**config.mk**
```make
export PLATFORM = sky130hd
export DESIGN_NAME = dbuf_ser_tx
export DESIGN_NICKNAME = d
export VERILOG_FILES = /design/src/rtl/dbst_pkg.sv /design/src/rtl/dbst_hold.sv /design/src/rtl/dbst_bit_timer.sv /design/src/rtl/dbst_shifter.sv /design/src/rtl/dbuf_ser_tx.sv
export SDC_FILE = /design/constraint.sdc
export NUM_CORES = 1
export LEC_CHECK = 0
export ABC_AREA = 1
export CORE_AREA = 2 2 67 69
export CTS_CLUSTER_DIAMETER = 60
export DETAILED_ROUTE_END_ITERATION = 8
export DIE_AREA = 0 0 69 71
export DONT_BUFFER_PORTS = 1
export GPL_ROUTABILITY_DRIVEN = 0
export GPL_TIMING_DRIVEN = 0
export PLACE_DENSITY = 0.6
export SYNTH_ARGS = -nofsm -noshare
export SYNTH_HDL_FRONTEND = slang
export SYNTH_SLANG_ARGS = --single-unit
```
**constraint.sdc**
```tcl
create_clock -name clk -period 2.1 [get_ports clk]
set_clock_uncertainty 0.15 [all_clocks]
set_input_delay 0.105 -clock clk [delete_from_list [all_inputs] [get_ports clk]]
set_output_delay 0.105 -clock clk [all_outputs]
set_load 0.05 [all_outputs]
```
**src/rtl/dbst_pkg.sv**
```systemverilog
package dbst_pkg;
   typedef enum logic [1:0] {
      FACT_UNIT     = 2'b00,
      FACT_MID      = 2'b01,
      FACT_HIGH     = 2'b10,
      FACT_HIGH_ALT = 2'b11
   } fact_e;
endpackage

```
**src/rtl/dbst_hold.sv**
```systemverilog
module dbst_hold #(
   parameter int DATA_W = 8
) (
   input  logic              clk,
   input  logic              rst,
   input  logic              wr_stb,
   input  logic [DATA_W-1:0] wr_data,
   input  logic              take,
   output logic [DATA_W-1:0] data_q,
   output logic              full_q
);
   always_ff @(posedge clk) begin
      if (rst) begin
         full_q <= 1'b0;
         data_q <= '0;
      end else if (take) begin
         full_q <= 1'b0;
      end else if (wr_stb && !full_q) begin
         data_q <= wr_data;
         full_q <= 1'b1;
      end
   end
endmodule

```
**src/rtl/dbst_bit_timer.sv**
```systemverilog
module dbst_bit_timer
   import dbst_pkg::*;
#(
   parameter int MID_FACTOR  = 16,
   parameter int HIGH_FACTOR = 64
) (
   input  logic       clk,
   input  logic       rst,
   input  logic       run,
   input  logic       bit_en,
   input  logic [1:0] fact_sel,
   output logic       tick
);
   localparam int CNT_W = $clog2(HIGH_FACTOR);
   localparam logic [CNT_W-1:0] MID_LAST  = CNT_W'(MID_FACTOR - 1);
   localparam logic [CNT_W-1:0] HIGH_LAST = CNT_W'(HIGH_FACTOR - 1);

   logic [CNT_W-1:0] cnt;
   logic [CNT_W-1:0] last_cnt;

   generate
      if (MID_FACTOR == HIGH_FACTOR) begin : g_one_limit
         always_comb last_cnt = (fact_e'(fact_sel) == FACT_UNIT) ? '0 : HIGH_LAST;
      end else begin : g_two_limits
         always_comb begin
            case (fact_e'(fact_sel))
               FACT_UNIT: last_cnt = '0;
               FACT_MID:  last_cnt = MID_LAST;
               default:   last_cnt = HIGH_LAST;
            endcase
         end
      end
   endgenerate

   assign tick = run && bit_en && (cnt == last_cnt);

   always_ff @(posedge clk) begin
      if (rst || !run) begin
         cnt <= '0;
      end else if (bit_en) begin
         cnt <= (cnt == last_cnt) ? '0 : cnt + 1'b1;
      end
   end
endmodule

```
**src/rtl/dbst_shifter.sv**
```systemverilog
module dbst_shifter #(
   parameter int DATA_W = 8
) (
   input  logic              clk,
   input  logic              rst,
   input  logic              load,
   input  logic [DATA_W-1:0] load_data,
   input  logic              tick,
   output logic              busy,
   output logic              last_bit,
   output logic              line
);
   localparam int FRAME_W = DATA_W + 2;
   localparam int LEFT_W  = $clog2(FRAME_W + 1);

   logic [FRAME_W-1:0] frame_in;
   logic [FRAME_W-1:0] sreg;
   logic [LEFT_W-1:0]  left;

   assign frame_in[0]         = 1'b0;
   assign frame_in[FRAME_W-1] = 1'b1;
   generate
      for (genvar i = 0; i < DATA_W; i++) begin : g_frame
         assign frame_in[i+1] = load_data[i];
      end
   endgenerate

   always_ff @(posedge clk) begin
      if (rst) begin
         sreg <= '1;
         left <= '0;
      end else if (load) begin
         sreg <= frame_in;
         left <= LEFT_W'(FRAME_W);
      end else if (tick) begin
         sreg <= {1'b1, sreg[FRAME_W-1:1]};
         left <= left - 1'b1;
      end
   end

   assign busy     = (left != '0);
   assign last_bit = (left == LEFT_W'(1));
   assign line     = sreg[0];
endmodule

```
**src/rtl/dbuf_ser_tx.sv**
```systemverilog
module dbuf_ser_tx #(
   parameter int DATA_W      = 8,
   parameter int MID_FACTOR  = 16,
   parameter int HIGH_FACTOR = 64
) (
   input  logic              clk,
   input  logic              rst,
   input  logic              wr_stb,
   input  logic [DATA_W-1:0] wr_data,
   input  logic              bit_en,
   input  logic [1:0]        fact_sel,
   output logic              serial_out,
   output logic              hold_empty,
   output logic              shift_empty
);
   generate
      if (DATA_W < 1) begin : g_bad_width
         $error("dbuf_ser_tx: DATA_W must be at least 1");
      end
      if (MID_FACTOR < 2 || HIGH_FACTOR < MID_FACTOR) begin : g_bad_factor
         $error("dbuf_ser_tx: need 2 <= MID_FACTOR <= HIGH_FACTOR");
      end
   endgenerate

   logic [DATA_W-1:0] held;
   logic              held_full;
   logic              busy;
   logic              last_bit;
   logic              tick;
   logic              load;

   assign load = held_full && (!busy || (tick && last_bit));

   dbst_hold #(.DATA_W(DATA_W)) u_hold (
      .clk     (clk),
      .rst     (rst),
      .wr_stb  (wr_stb),
      .wr_data (wr_data),
      .take    (load),
      .data_q  (held),
      .full_q  (held_full)
   );

   dbst_bit_timer #(.MID_FACTOR(MID_FACTOR), .HIGH_FACTOR(HIGH_FACTOR)) u_timer (
      .clk      (clk),
      .rst      (rst),
      .run      (busy),
      .bit_en   (bit_en),
      .fact_sel (fact_sel),
      .tick     (tick)
   );

   dbst_shifter #(.DATA_W(DATA_W)) u_shift (
      .clk       (clk),
      .rst       (rst),
      .load      (load),
      .load_data (held),
      .tick      (tick),
      .busy      (busy),
      .last_bit  (last_bit),
      .line      (serial_out)
   );

   assign hold_empty  = !held_full;
   assign shift_empty = !busy;
endmodule

```
Yosys cells after proc, flatten, opt, wreduce, memory -nomap -nowiden --
Cells that the tools add are included.
Cells by class: shift operators 0, $add $sub $neg 2, muxes and demuxes 6, multipliers 0, magnitude comparators 0, div/mod/pow operators 0, bitwise logic cells 1, reductions and logical operators 14, equality and inequality tests 3
Operator list (number):
- 2-to-1 mux 9 bit | 2
- case mux 6 bit (2 select lines) | 1
- 2-to-1 mux 4 bit | 2
- adder 6 x 1 -> 6 bit (second input constant) | 1
- equality test 6 bit | 1
- 2-to-1 mux 6 bit | 1
- logical AND 1 bit | 5
- equality test 4 x 1 -> 1 bit (second input constant) | 1
- nonzero test 4 bit | 1
- subtractor 4 x 1 -> 4 bit (second input constant) | 1
- equality test 2 x 1 -> 1 bit (second input constant) | 1
- zero test 1 bit | 2
- zero test 2 bit | 1
- logical OR 1 bit | 2
- AND reduction 2 bit | 1
- nonzero test 2 bit | 1
- OR reduction 2 bit | 1
- inverter 1 bit | 1
Word-level totals: bits in writable memories 0, bits in read-only memories 0, logic and storage cells 32, memories kept 0, bits of input ports 14, latch bits 0, register bits 28, output and inout port bits 3

Longest topological paths before layout --
Gate-level depths: netlist of run 1.
depth in word-level cells 9, depth in mapped cells 11, gate-level depth less buffers 11

Cells and area by module --
From an unflattened synthesis of run 1, not the netlist that was laid out.
Second synthesis, totals: cells, all modules 188, area total of the unflattened synthesis 1355.0 sq um
Modules (own cells, without submodules):
- dbst_shifter | cells each 73, instances 1, area each 591.8 sq um, sequential area each 260.2 sq um
- dbst_hold | cells each 56, instances 1, area each 384.1 sq um, sequential area each 180.2 sq um
- dbst_bit_timer | cells each 55, instances 1, area each 359.1 sq um, sequential area each 120.1 sq um
- dbuf_ser_tx | cells each 4, instances 1, area each 20.0 sq um, sequential area each 0.0 sq um

Worst setup path after synthesis of run 1 --
Ideal clock, no wire load.
path kind reg-to-reg, start register u_shift.left[0], end register u_shift.sreg[8], arrival time 1.740 ns, buffers on the path 0, library setup time 0.123 ns, cell stages (with the launch flop) 9, period minus slack after synthesis 2.013 ns, required time 1.827 ns, slack 0.087 ns, path through dfxtp_1 inv_1 ha_1 nand3_2 inv_1 mux2i_2 nand2_1 o21ai_2 nand2_1
Between the ends: elaborated cells between the ends (all ways) 10, those cells by class 1 x eq/ne; 1 x mux; 8 x reduce/logical
RTL lines:
- start: declaration | line dbst_shifter.sv:18 | logic [LEFT_W-1:0] left;
- start signal: assignment | line dbst_shifter.sv:34 | left <= LEFT_W'(FRAME_W);
- start signal: assignment | line dbst_shifter.sv:37 | left <= left - 1'b1;
- nonzero test 4 bit * | line dbst_shifter.sv:41 | assign busy = (left != '0);
- zero test 1 bit *
- net shift_empty | line dbuf_ser_tx.sv:14 | output logic shift_empty
- logical OR 1 bit * | line dbuf_ser_tx.sv:32 | assign load = held_full && (!busy || (tick && last_bit));
- logical AND 1 bit * | line dbuf_ser_tx.sv:32
- 2-to-1 mux 9 bit or nonzero test 2 bit (tied branches)
- end signal: assignment | line dbst_shifter.sv:33 | sreg <= frame_in;
- end signal: assignment | line dbst_shifter.sv:36 | sreg <= {1'b1, sreg[FRAME_W-1:1]};
- end: declaration | line dbst_shifter.sv:17 | logic [FRAME_W-1:0] sreg;
Mark *: on every way through the listed nets, which the timed path passes. The rest lies on a longest branch. A chain may end at the register's enable or synchronous reset.

Final worst setup path of run 1 --
Same ends and word-level chain as after synthesis.

==> results of run 1 <==
==> per-stage QoR <==
step	utilization, %	cell area, um^2
global route	39.82	1674
CTS	39.55	1663
floorplan	-	1414
finish	39.82	1674
global placement	35.18	1479
detailed placement	35.18	1479
==> cell usage after synthesis (all sizes together) <==
library cell	n	area share, %
nand2	48	14
nor2	33	9.3
dfxtp	28	40
inv	23	6.1
nand3	18	7.1
o21ai	16	7.3
a21oi	9	3.5
clkbuf	3	0.80
ha	3	2.7
xor2	3	1.9
buf	2	1.3
mux2i	2	1.7
nand4	2	0.88
nor3	2	0.71
a211oi	1	0.53
a31oi	1	0.44
nand3b	1	0.53
o2111ai	1	0.62
o21bai	1	0.53
xnor2	1	0.62
==> cell families (layout without fill, tap and decap cells) <==
kind of cell | count (synthesis) | count (layout)
buf+inv | 28 | 42
simple gates | 104 | 104
mux | 2 | 2
xor+xnor | 4 | 4
fa+ha+maj | 3 | 3
compound gates | 29 | 29
flops | 28 | 28
==> layout make-up <==
cell class,count,area [um^2],area share [%]
Multi-Input combinational cell,142,755.7,45.14
Inverter,23,90.09,5.381
Timing Repair Buffer,10,100.1,5.979
Sequential cell,28,561.8,33.56
Clock inverter,1,30.03,1.794
Buffer,5,30.03,1.794
Tap cell,52,65.06,3.886
Clock buffer,3,41.29,2.466
==> final timing paths <==
check / startpoint / endpoint / slack [ns]
max: u_shift.left[0] / u_shift.sreg[8] / 0.11
min: rst / u_shift.left[1] / 0.06
max reg2reg: u_shift.left[0] / u_shift.sreg[8] / 0.11
min reg2reg: u_shift.sreg[1] / u_shift.sreg[1] / 0.32
==> where the power goes <==
group          leakage (uW)  total [uW]  switching, uW  internal (uW)
Combinational      0.000464         257            164           92.8
Sequential         0.000231         614           39.4            575
Clock             0.0000357         434            179            255
==> timing repair <==
| action | in CTS | in global routing |
|---|---|---|
| setup endpoints to repair | 8 | 11 |
| hold buffers | 10 | 0 |
| resized for setup | 2 | 3 |
| endpoints found under the hold margin | 12 | 0 |
==> routing by layer <==
layer | track usage, % | share of wire [%] | up-vias
met5 | 0 | 0 | -
met1 | 18.14 | 50 | 558
met2 | 18.91 | 46 | 22
met4 | 4.575 | 0.79 | 0
met3 | 1.709 | 3.0 | 2
li1 | - | - | 661
==> sequential cells by signal, summed over array words and instances (netlist names) <==
register and cells:
u_shift.sreg 9, u_hold.data_q 8, u_hold.full_q 1, u_shift.left 4
u_timer.cnt 6
==> metrics.md, run 1 <==
| Metric | Value |
|---|---|
| Max Clk Rate | `503.4 MHz` |
| CORE AREA | `roughly 4200 um^2` |
| Vias in the first global route | `approximately 1.1k` |
| Cell family with the largest share of critical-path delay | `multiplexers` |
| Buf/Inv on CP | `2` |
| Initial Utilization | `about a third` |
| # port buffers | `0` |
| Post-Synth XOR/XNOR Area | `around 2.5%` |
| Classification of the worst setup path | `reg2reg` |
| Worst-path clk slew | `about 0.10 ns` |
| PwrDens | `just under 800 nW/um^2` |
| Rows | `24` |
| Skew-Pair Late Insertion Delay | `approximately 0.28 ns` |
| CP startpoint kind | `flop` |
| # clock sinks | `28` |
| Vias/cell | `roughly 4.7` |
| Total negative slack | `0 ns` |
| Worst Max-Slew Pin Slew | `0.5406 ns` |
| Mux share of post-synthesis cell area | `under 10%` |
| Clock Path Buffers | `2` |
| Stages on the worst setup path | `8` |
| Worst path most repeated cell | `nand2_1` |
| Max-Cap Viols | `0` |
| Synth Area in Simple Gates | `about a third` |
| Max stage delay on crit path | `0.41 ns` |
| I/O pin total | `17` |
| Tcrit/Tclk final | `94.59%` |
| Router iterations before antenna repair | `4` |
| Total track usage | `roughly an eighth` |
| Vias | `1243` |
| Detailed-placement wirelength estimate | `around 2100 um` |
| Syn. warnings | `0` |
| Dpl ws | `-0.2049 ns` |
| Die area | `roughly 5000 um^2` |
| CTS buffer count | `3` |
| ANT nets after route | `0` |
| Max rail drop VDD | `roughly 0.36 mV` |
| Syn_area_per_cell | `between 7 and 8 um^2` |
| Yosys cell types | `29` |
| CP max FO | `8` |
| R2R cell count | `8` |
| Placed cells | `250` |
| First-pass GRT wire length | `slightly above 5000 um` |
| Final worst path period need | `1.986 ns` |
| Area added between synthesis and finish | `18.41%` |
| CP arrival | `2.01 ns` |
| Status | `complete, no violations` |
| CP Cell Sequence | `inv_1, ha_2, nand3_4, clkinvlp_4, mux2i_4, nand2_1, o21ai_2, nand2_1` |
| # fillers | `about 440` |
| DRT Wirelength | `around 3000 um` |
| Max Slew Vio Count | `0` |
| Most frequent cells in the layout | `nand2_1, nor2_1, dfxtp_1` |
| Main combinational cell family by area after synthesis | `simple AND/OR/NAND/NOR gates` |
| Number of DRC markers in iteration 0 | `60` |
| Initial antenna violation count | `0` |
| Post-Syn Instances | `around 200` |
| Fin nets | `230` |
| CTS H-Tree Depth | `1` |
| Worst EP required | `roughly 2.1 ns` |
| Hold WS | `between 0.06 and 0.07 ns` |
| Area of the mapped netlist | `roughly 1400 um^2` |
| Post-CTS Setup Inserts | `0` |
| Synthesis-stage register bit count | `28` |
| Fraction of layout cells with a size suffix above 1 | `approximately 12%` |
| Slowest CP cell | `mux2i_4` |
| Pwr Total | `1306 uW` |
| Post-synthesis adder-cell area fraction | `around 2.7%` |
| Die Span Y | `slightly above 70 um` |
| Slew HR | `between 60% and 70%` |
| Largest net degree at the start of global routing | `17` |
| # DRC | `0` |
| Sequential area share after synthesis | `between 30% and 40%` |
| Die X | `a little under 70 um` |
| CP Capture Type | `flop` |
| Post-route insts no fill | `between 200 and 300` |
| Global route overflow | `0` |
| Syn_nets | `approximately 220` |
| Final worst slack | `approximately 0.11 ns` |
| Most common cell after layout, fill and taps aside | `nand2_1` |
| Hold WC Path Type | `in2reg` |
| Routed len/inst | `11.06 um` |
| Post-synthesis compound-gate area fraction | `around an eighth` |
| CTS tree | `done` |
| Final Hold Fails | `0` |
| Leakage power figure | `0.0007301 uW` |
| Clk root buf | `clkbuf_8` |
| Number of inserted diodes | `0` |
| Hold Path Depth | `2` |
| Final Setup Violations | `0` |
(Power assumes the default switching activity.)
==> inputs of run 2 (changes only) <==
==> constraint.sdc (replaced) <==
create_clock -name clk -period 1.9 [get_ports clk]
set_clock_uncertainty 0.15 [all_clocks]
set_input_delay 0.095 -clock clk [delete_from_list [all_inputs] [get_ports clk]]
set_output_delay 0.095 -clock clk [all_outputs]
set_load 0.05 [all_outputs]
==> run 2 against run 1 <==
Net effect:
- global-route usage down 0.056 points
- worst hold slack worse by 0.0024 ns
- routed wire length up 0.45%
- critical path type unchanged
- largest power group unchanged
- highest routed layer unchanged
- non-clock buffer count up 3
- sequential power up 11%
==> metrics.md, run 2 (same netlist as run 1, synthesis figures left out) <==
| Metric | Value |
|---|---|
| Status | `complete, no violations` |
| Max Slew Vio Count | `0 (unchanged)` |
| Final worst path period need | `1.857 ns (-0.1298 ns)` |
| I/O pin total | `17 (unchanged)` |
| Max Clk Rate | `538.6 MHz (+7.0%)` |
| ANT nets after route | `0 (unchanged)` |
| RSZ-0062 raised after global routing | `true` |
| PwrDens | `849.5 nW/um^2 (+8.9%)` |
| Routed len/inst | `10.99 um (-0.68%)` |
| Vias | `1250 (+0.56%)` |
| Vias/cell | `4.682 (-0.57%)` |
| Max-Cap Viols | `0 (unchanged)` |
| Critical R2R Launch | `u_shift.left[0]` |
| Top reg by flops | `u_shift.sreg` |
| Initial Utilization | `33.63% (unchanged)` |
| Multi-input gate area | `765.7 um^2 (+1.3%)` |
| Largest net degree at the start of global routing | `17 (unchanged)` |
| Max reg flops | `9 (unchanged)` |
| Final Hold Fails | `0 (unchanged)` |
| Most common cell after layout, fill and taps aside | `nand2_1` |
| CTS tree | `done` |
| # clock sinks | `28 (unchanged)` |
| Global route overflow | `0 (unchanged)` |
| Initial antenna violation count | `0 (unchanged)` |
| Tcrit/Tclk final | `97.71% (+3.1 points)` |
| CTS H-Tree Depth | `1 (unchanged)` |
| Leakage power figure | `0.0007479 uW (+2.4%)` |
| CP Capture Type | `flop` |
| CP max FO | `8 (unchanged)` |
| Worst-path clk slew | `0.10 ns (about the same)` |
| Die area | `4899 um^2 (unchanged)` |
| Hold Startpoint | `rst` |
| DRT Wirelength | `2933 um (+0.45%)` |
| R2R Path End | `u_shift.sreg[8]` |
| Fraction of layout cells with a size suffix above 1 | `14.88% (+2.6 points)` |
| Hold worst-path end | `u_shift.left[3]` |
| # port buffers | `0 (unchanged)` |
| Pwr Total | `1451 uW (+11%)` |
| Worst EP required | `1.92 ns (-0.20 ns)` |
| Number of inserted diodes | `0 (unchanged)` |
| Skew-Pair Late Insertion Delay | `0.28 ns (about the same)` |
| Fin nets | `233 (+1.3%)` |
| Most frequent cells in the layout | `nand2_1, nor2_1, dfxtp_1` |
| Die Span Y | `71 um (unchanged)` |
| Die X | `69 um (unchanged)` |
| Hold Path Depth | `2 (unchanged)` |
| Area added between synthesis and finish | `20.80%` |
| Final worst slack | `0.04345 ns (-0.07017 ns)` |
| FF/Latch Area | `563.0 um^2 (+0.22%)` |
| Clock Path Buffers | `2 (unchanged)` |
| Slew HR | `65.20% (+1.3 points)` |
| Rows | `24 (unchanged)` |
| CTS buffer count | `3 (unchanged)` |
| Router iterations before antenna repair | `4 (unchanged)` |
| CP startpoint kind | `flop` |
| Number of DRC markers in iteration 0 | `89 (+48%)` |
| # fillers | `455 (+3.2%)` |
| # DRC | `0 (unchanged)` |
| Regs by FF count | `u_shift.sreg x9, u_hold.data_q x8, u_timer.cnt x6` |
| Clk root buf | `clkbuf_8` |
| Detailed-placement wirelength estimate | `2127 um (+0.92%)` |
| Vias in the first global route | `1134 (+2.1%)` |
| Total track usage | `12.44% (-0.056 points)` |
| CP arrival | `1.88 ns (-0.13 ns)` |
| Hold WC Path Type | `in2reg` |
| Max rail drop VDD | `0.3628 mV (+0.77%)` |
| First-pass GRT wire length | `5043 um (-0.69%)` |
| CORE AREA | `4204 um^2 (unchanged)` |
| Dpl ws | `-0.1794 ns (+0.02552 ns)` |
| Reg-to-reg slack, setup | `0.04 ns (-0.07 ns)` |
| R2R cell count | `8 (unchanged)` |
| Final Setup Violations | `0 (unchanged)` |
| Classification of the worst setup path | `reg2reg` |
| Worst Max-Slew Pin Slew | `0.5214 ns (-0.01922 ns)` |
run 2: changes by cell type in the layout (fill, tap and decap cells not counted), sizes merged:
cell,previous run,this run
buf,2,5
run 2: where the power goes:
group / switching [uW] / internal [uW] / leakage [uW]
sequential: 44.2 / 636 / 0.000231
combinational: 184 / 113 / 0.000481
clock: 192 / 282 / 0.0000357
run 2: timing repair:
item | 4_1_cts | 5_1_grt
pin swaps | 1 | 2
endpoints found under the hold margin | 13 | 0
gates resized for setup | 6 | 1
hold buffers | 10 | 0
endpoints found under the setup margin | 14 | 5
buffers inserted | 2 | 1
cloned | 0 | 0
run 2: routing by layer:
metal | GRT usage [%] | routed length (um) | vias up
met3 | 2.422 | 124 | 4
met4 | 4.575 | 38 | 0
met1 | 17.67 | 1530 | 556
li1 | - | - | 669
met5 | 0 | 0 | -
met2 | 18.80 | 1239 | 21
run 2: final cells by class:
class	instances	share of cell area [%]
clock inverter	1	1.758
inverter	23	5.275
clock buffer	3	2.418
timing repair buffer	13	7.180
buffer	5	1.758
sequential	28	32.97
tap	52	3.810
multi-input combinational	142	44.84
run 2: worst max-delay path, stage by stage, from the launching register on:
cell and delay (ns):
dfxtp_2 0.35, inv_2 0.05, ha_4 0.16, nand3_4 0.09, clkinvlp_4 0.31, mux2i_4 0.40
nand2_1 0.11, o21ai_2 0.07, nand2_1 0.05
run 2: stage by stage:
stage / instance area (um^2) / instances / util, % / hold slack (ns) / setup TNS (ns)
after floorplan: 1426 / 198 / - / 0.07990 / 0
after global placement: 1491 / 250 / 35.48 / 0.08160 / -0.8485
after detailed placement: 1491 / 250 / 35.48 / 0.08903 / -1.048
after CTS: 1699 / 266 / 40.42 / 0.06837 / 0
after global routing: 1708 / 267 / 40.63 / 0.09719 / -0.1524
final: 1708 / 267 / 40.63 / 0.05809 / 0
run 2: worst max path at each step:
stage	to	cells after the start	slack, ns	from
after floorplan	u_shift.sreg[8]	8	0.04	u_shift.left[0]
after global placement	u_shift.sreg[8]	8	-0.16	u_shift.left[0]
after detailed placement	u_shift.sreg[8]	8	-0.18	u_shift.left[0]
after CTS	u_shift.sreg[8]	8	0.02	u_shift.left[1]
after global routing	u_shift.sreg[8]	8	-0.09	u_shift.left[0]
final	u_shift.sreg[8]	8	0.04	u_shift.left[0]
==> inputs of run 3 (changes only) <==
--- a/config.mk
+++ b/config.mk
@@ -13,7 +13,7 @@
 export DONT_BUFFER_PORTS = 1
 export GPL_ROUTABILITY_DRIVEN = 0
 export GPL_TIMING_DRIVEN = 0
-export PLACE_DENSITY = 0.6
+export PLACE_DENSITY = 0.52
 export SYNTH_ARGS = -nofsm -noshare
 export SYNTH_HDL_FRONTEND = slang
 export SYNTH_SLANG_ARGS = --single-unit
==> run 3 against run 2 <==
Net effect:
- count of clock-buffer cells in the layout is 1 higher
- core utilization hardly changed
- total power is 6.4% lower
- via count is 1.4% higher
- routed wire length is 1.1% higher
- worst hold slack worse by 0.0067 ns
- critical path type unchanged
- critical endpoint unchanged
- largest cell class unchanged
==> metrics.md, run 3 (same netlist as run 1, synthesis figures left out) <==
| Metric | Value |
|---|---|
| Final worst slack | `0.05483 ns (+0.01138 ns)` |
| Leakage power figure | `0.0007479 uW (about the same)` |
| Reg-to-reg slack, setup | `0.05 ns (about the same)` |
| CTS H-Tree Depth | `1 (unchanged)` |
| Slowest CP cell | `mux2i_4` |
| # port buffers | `0 (unchanged)` |
| Regs by FF count | `u_shift.sreg x9, u_hold.data_q x8, u_timer.cnt x6` |
| Critical path destination | `u_shift.sreg[8]` |
| Clk root buf | `clkbuf_8` |
| Final worst path period need | `1.845 ns (-0.01138 ns)` |
| CTS tree | `done` |
| CP startpoint kind | `flop` |
| Vias in the first global route | `1200 (+5.8%)` |
| Die Span Y | `71 um (unchanged)` |
| CP Cell Sequence | `inv_2, ha_4, nand3_4, clkinvlp_4, mux2i_4, nand2_1, o21ai_2, nand2_1` |
| Hold WC Path Type | `in2reg` |
| Detailed-placement wirelength estimate | `2138 um (+0.54%)` |
| CTS buffer count | `3 (unchanged)` |
| Initial Utilization | `33.63% (unchanged)` |
| Die area | `4899 um^2 (unchanged)` |
| R2R Path End | `u_shift.sreg[8]` |
| Area after DPL | `1491 um^2 (unchanged)` |
| Max Slew Vio Count | `0 (unchanged)` |
| Max-Cap Viols | `0 (unchanged)` |
| Fin util | `40.60% (about the same)` |
| Most common cell after layout, fill and taps aside | `nand2_1` |
| Skew-Pair Late Insertion Delay | `0.28 ns (about the same)` |
| I/O pin total | `17 (unchanged)` |
| Setup crit start | `u_shift.left[0]` |
| Number of inserted diodes | `0 (unchanged)` |
| Cell family with the largest share of critical-path delay | `multiplexers` |
| RSZ-0062 raised after global routing | `true` |
| Worst-path clk slew | `0.10 ns (about the same)` |
| ANT nets after route | `0 (unchanged)` |
| Max rail drop VDD | `0.4664 mV (+29%)` |
| Fin nets | `234 (+0.43%)` |
| Final Setup Violations | `0 (unchanged)` |
| Most frequent cells in the layout | `nand2_1, nor2_1, dfxtp_1` |
| Vias | `1268 (+1.4%)` |
| Die X | `69 um (unchanged)` |
| First-pass GRT wire length | `5147 um (+2.1%)` |
| Largest net degree at the start of global routing | `16 (-1)` |
| R2R cell count | `8 (unchanged)` |
| Final Hold Fails | `0 (unchanged)` |
| Design area | `1707 um^2 (about the same)` |
| Global route overflow | `0 (unchanged)` |
| Tcrit/Tclk final | `97.11% (-0.60 points)` |
| Max stage delay on crit path | `0.39 ns (about the same)` |
| Slew HR | `65.28% (+0.077 points)` |
| Buf/Inv on CP | `2 (unchanged)` |
| Area added between synthesis and finish | `20.71% (about the same)` |
| Fraction of layout cells with a size suffix above 1 | `15.74% (+0.86 points)` |
| # DRC | `0 (unchanged)` |
| Clock Path Buffers | `2 (unchanged)` |
| Classification of the worst setup path | `reg2reg` |
| Worst EP required | `1.92 ns (about the same)` |
| Total track usage | `12.76% (+0.32 points)` |
| Top reg by flops | `u_shift.sreg` |
| Max Clk Rate | `542.0 MHz (+0.62%)` |
| CP max FO | `8 (unchanged)` |
| Worst path most repeated cell | `nand2_1` |
| PwrDens | `795.8 nW/um^2 (-6.3%)` |
| CP arrival | `1.86 ns (-0.02 ns)` |
| # clock sinks | `28 (unchanged)` |
| Routed len/inst | `11.07 um (+0.75%)` |
| Worst Max-Slew Pin Slew | `0.5202 ns (-0.001159 ns)` |
| Vias/cell | `4.731 (+1.1%)` |
| Hold WS | `0.05138 ns (-0.006713 ns)` |
| Total negative slack | `0 ns (unchanged)` |
| Critical R2R Launch | `u_shift.left[0]` |
| DRT Wirelength | `2966 um (+1.1%)` |
| CORE AREA | `4204 um^2 (unchanged)` |
| Initial antenna violation count | `0 (unchanged)` |
| Stages on the worst setup path | `8 (unchanged)` |
| Rows | `24 (unchanged)` |
| Status | `complete, no violations` |
| Router iterations before antenna repair | `4 (unchanged)` |
| Number of DRC markers in iteration 0 | `55 (-38%)` |
| Max reg flops | `9 (unchanged)` |
| Dpl ws | `-0.1623 ns (+0.01715 ns)` |
| CP Capture Type | `flop` |
[run 3: final cells by class]
type / count / area (um^2)
plain buffers: 5 / 33.78
clock buffers: 4 / 55.05
fillers: 469 / 2497
inverters: 23 / 92.59
multi-input cells: 142 / 765.7
flip-flops and latches: 28 / 564.3
well taps: 52 / 65.06
repair buffers: 14 / 130.1
[run 3: where the power goes]
| part | leakage, uW | switching [uW] | internal, uW |
|---|---|---|---|
| Combinational | 0.000488 | 184 | 116 |
| Clock | 0.0000288 | 193 | 186 |
| Sequential | 0.000231 | 43.4 | 636 |
[run 3: repair_timing]
action | CTS | global route
endpoints found under the setup margin | 11 | 7
setup buffers | 2 | 2
pin swaps | 1 | 2
hold endpoints to repair | 13 | 0
gates resized for setup | 6 | 4
hold buffers | 10 | 0
[run 3: metrics by stage]
stage                     instances  total power (uW)
after floorplan                 198             905.0
after global placement          250             954.0
after detailed placement        250             954.5
after CTS                       266              1365
after global routing            268              1440
final                           268              1358
[run 3: routing by layer]
layer	track usage, %	vias up	part of all wire, %
li1	-	671	-
met1	17.52	569	51
met2	20.62	23	45
met3	1.709	5	2.9
met4	4.575	0	1.5
met5	0	-	0
[run 3: how the worst min path moves through the flow]
stage               slack [ns]          endpoint  startpoint  cells after the start
floorplan                 0.08  u_hold.data_q[1]  wr_data[1]                      2
global placement          0.08  u_hold.data_q[4]  wr_data[4]                      2
detailed placement        0.09  u_hold.data_q[0]  wr_data[0]                      2
CTS                       0.06   u_shift.left[3]         rst                      2
global route               0.1   u_shift.left[3]         rst                      2
finish                    0.05   u_shift.left[3]         rst                      2
[run 3: worst register-to-register path, stage by stage, from the launching register on]
cell and delay (ns):
dfxtp_2 0.35, inv_2 0.05, ha_4 0.17, nand3_4 0.09, clkinvlp_4 0.31, mux2i_4 0.39, nand2_1 0.11, o21ai_2 0.07
nand2_1 0.05
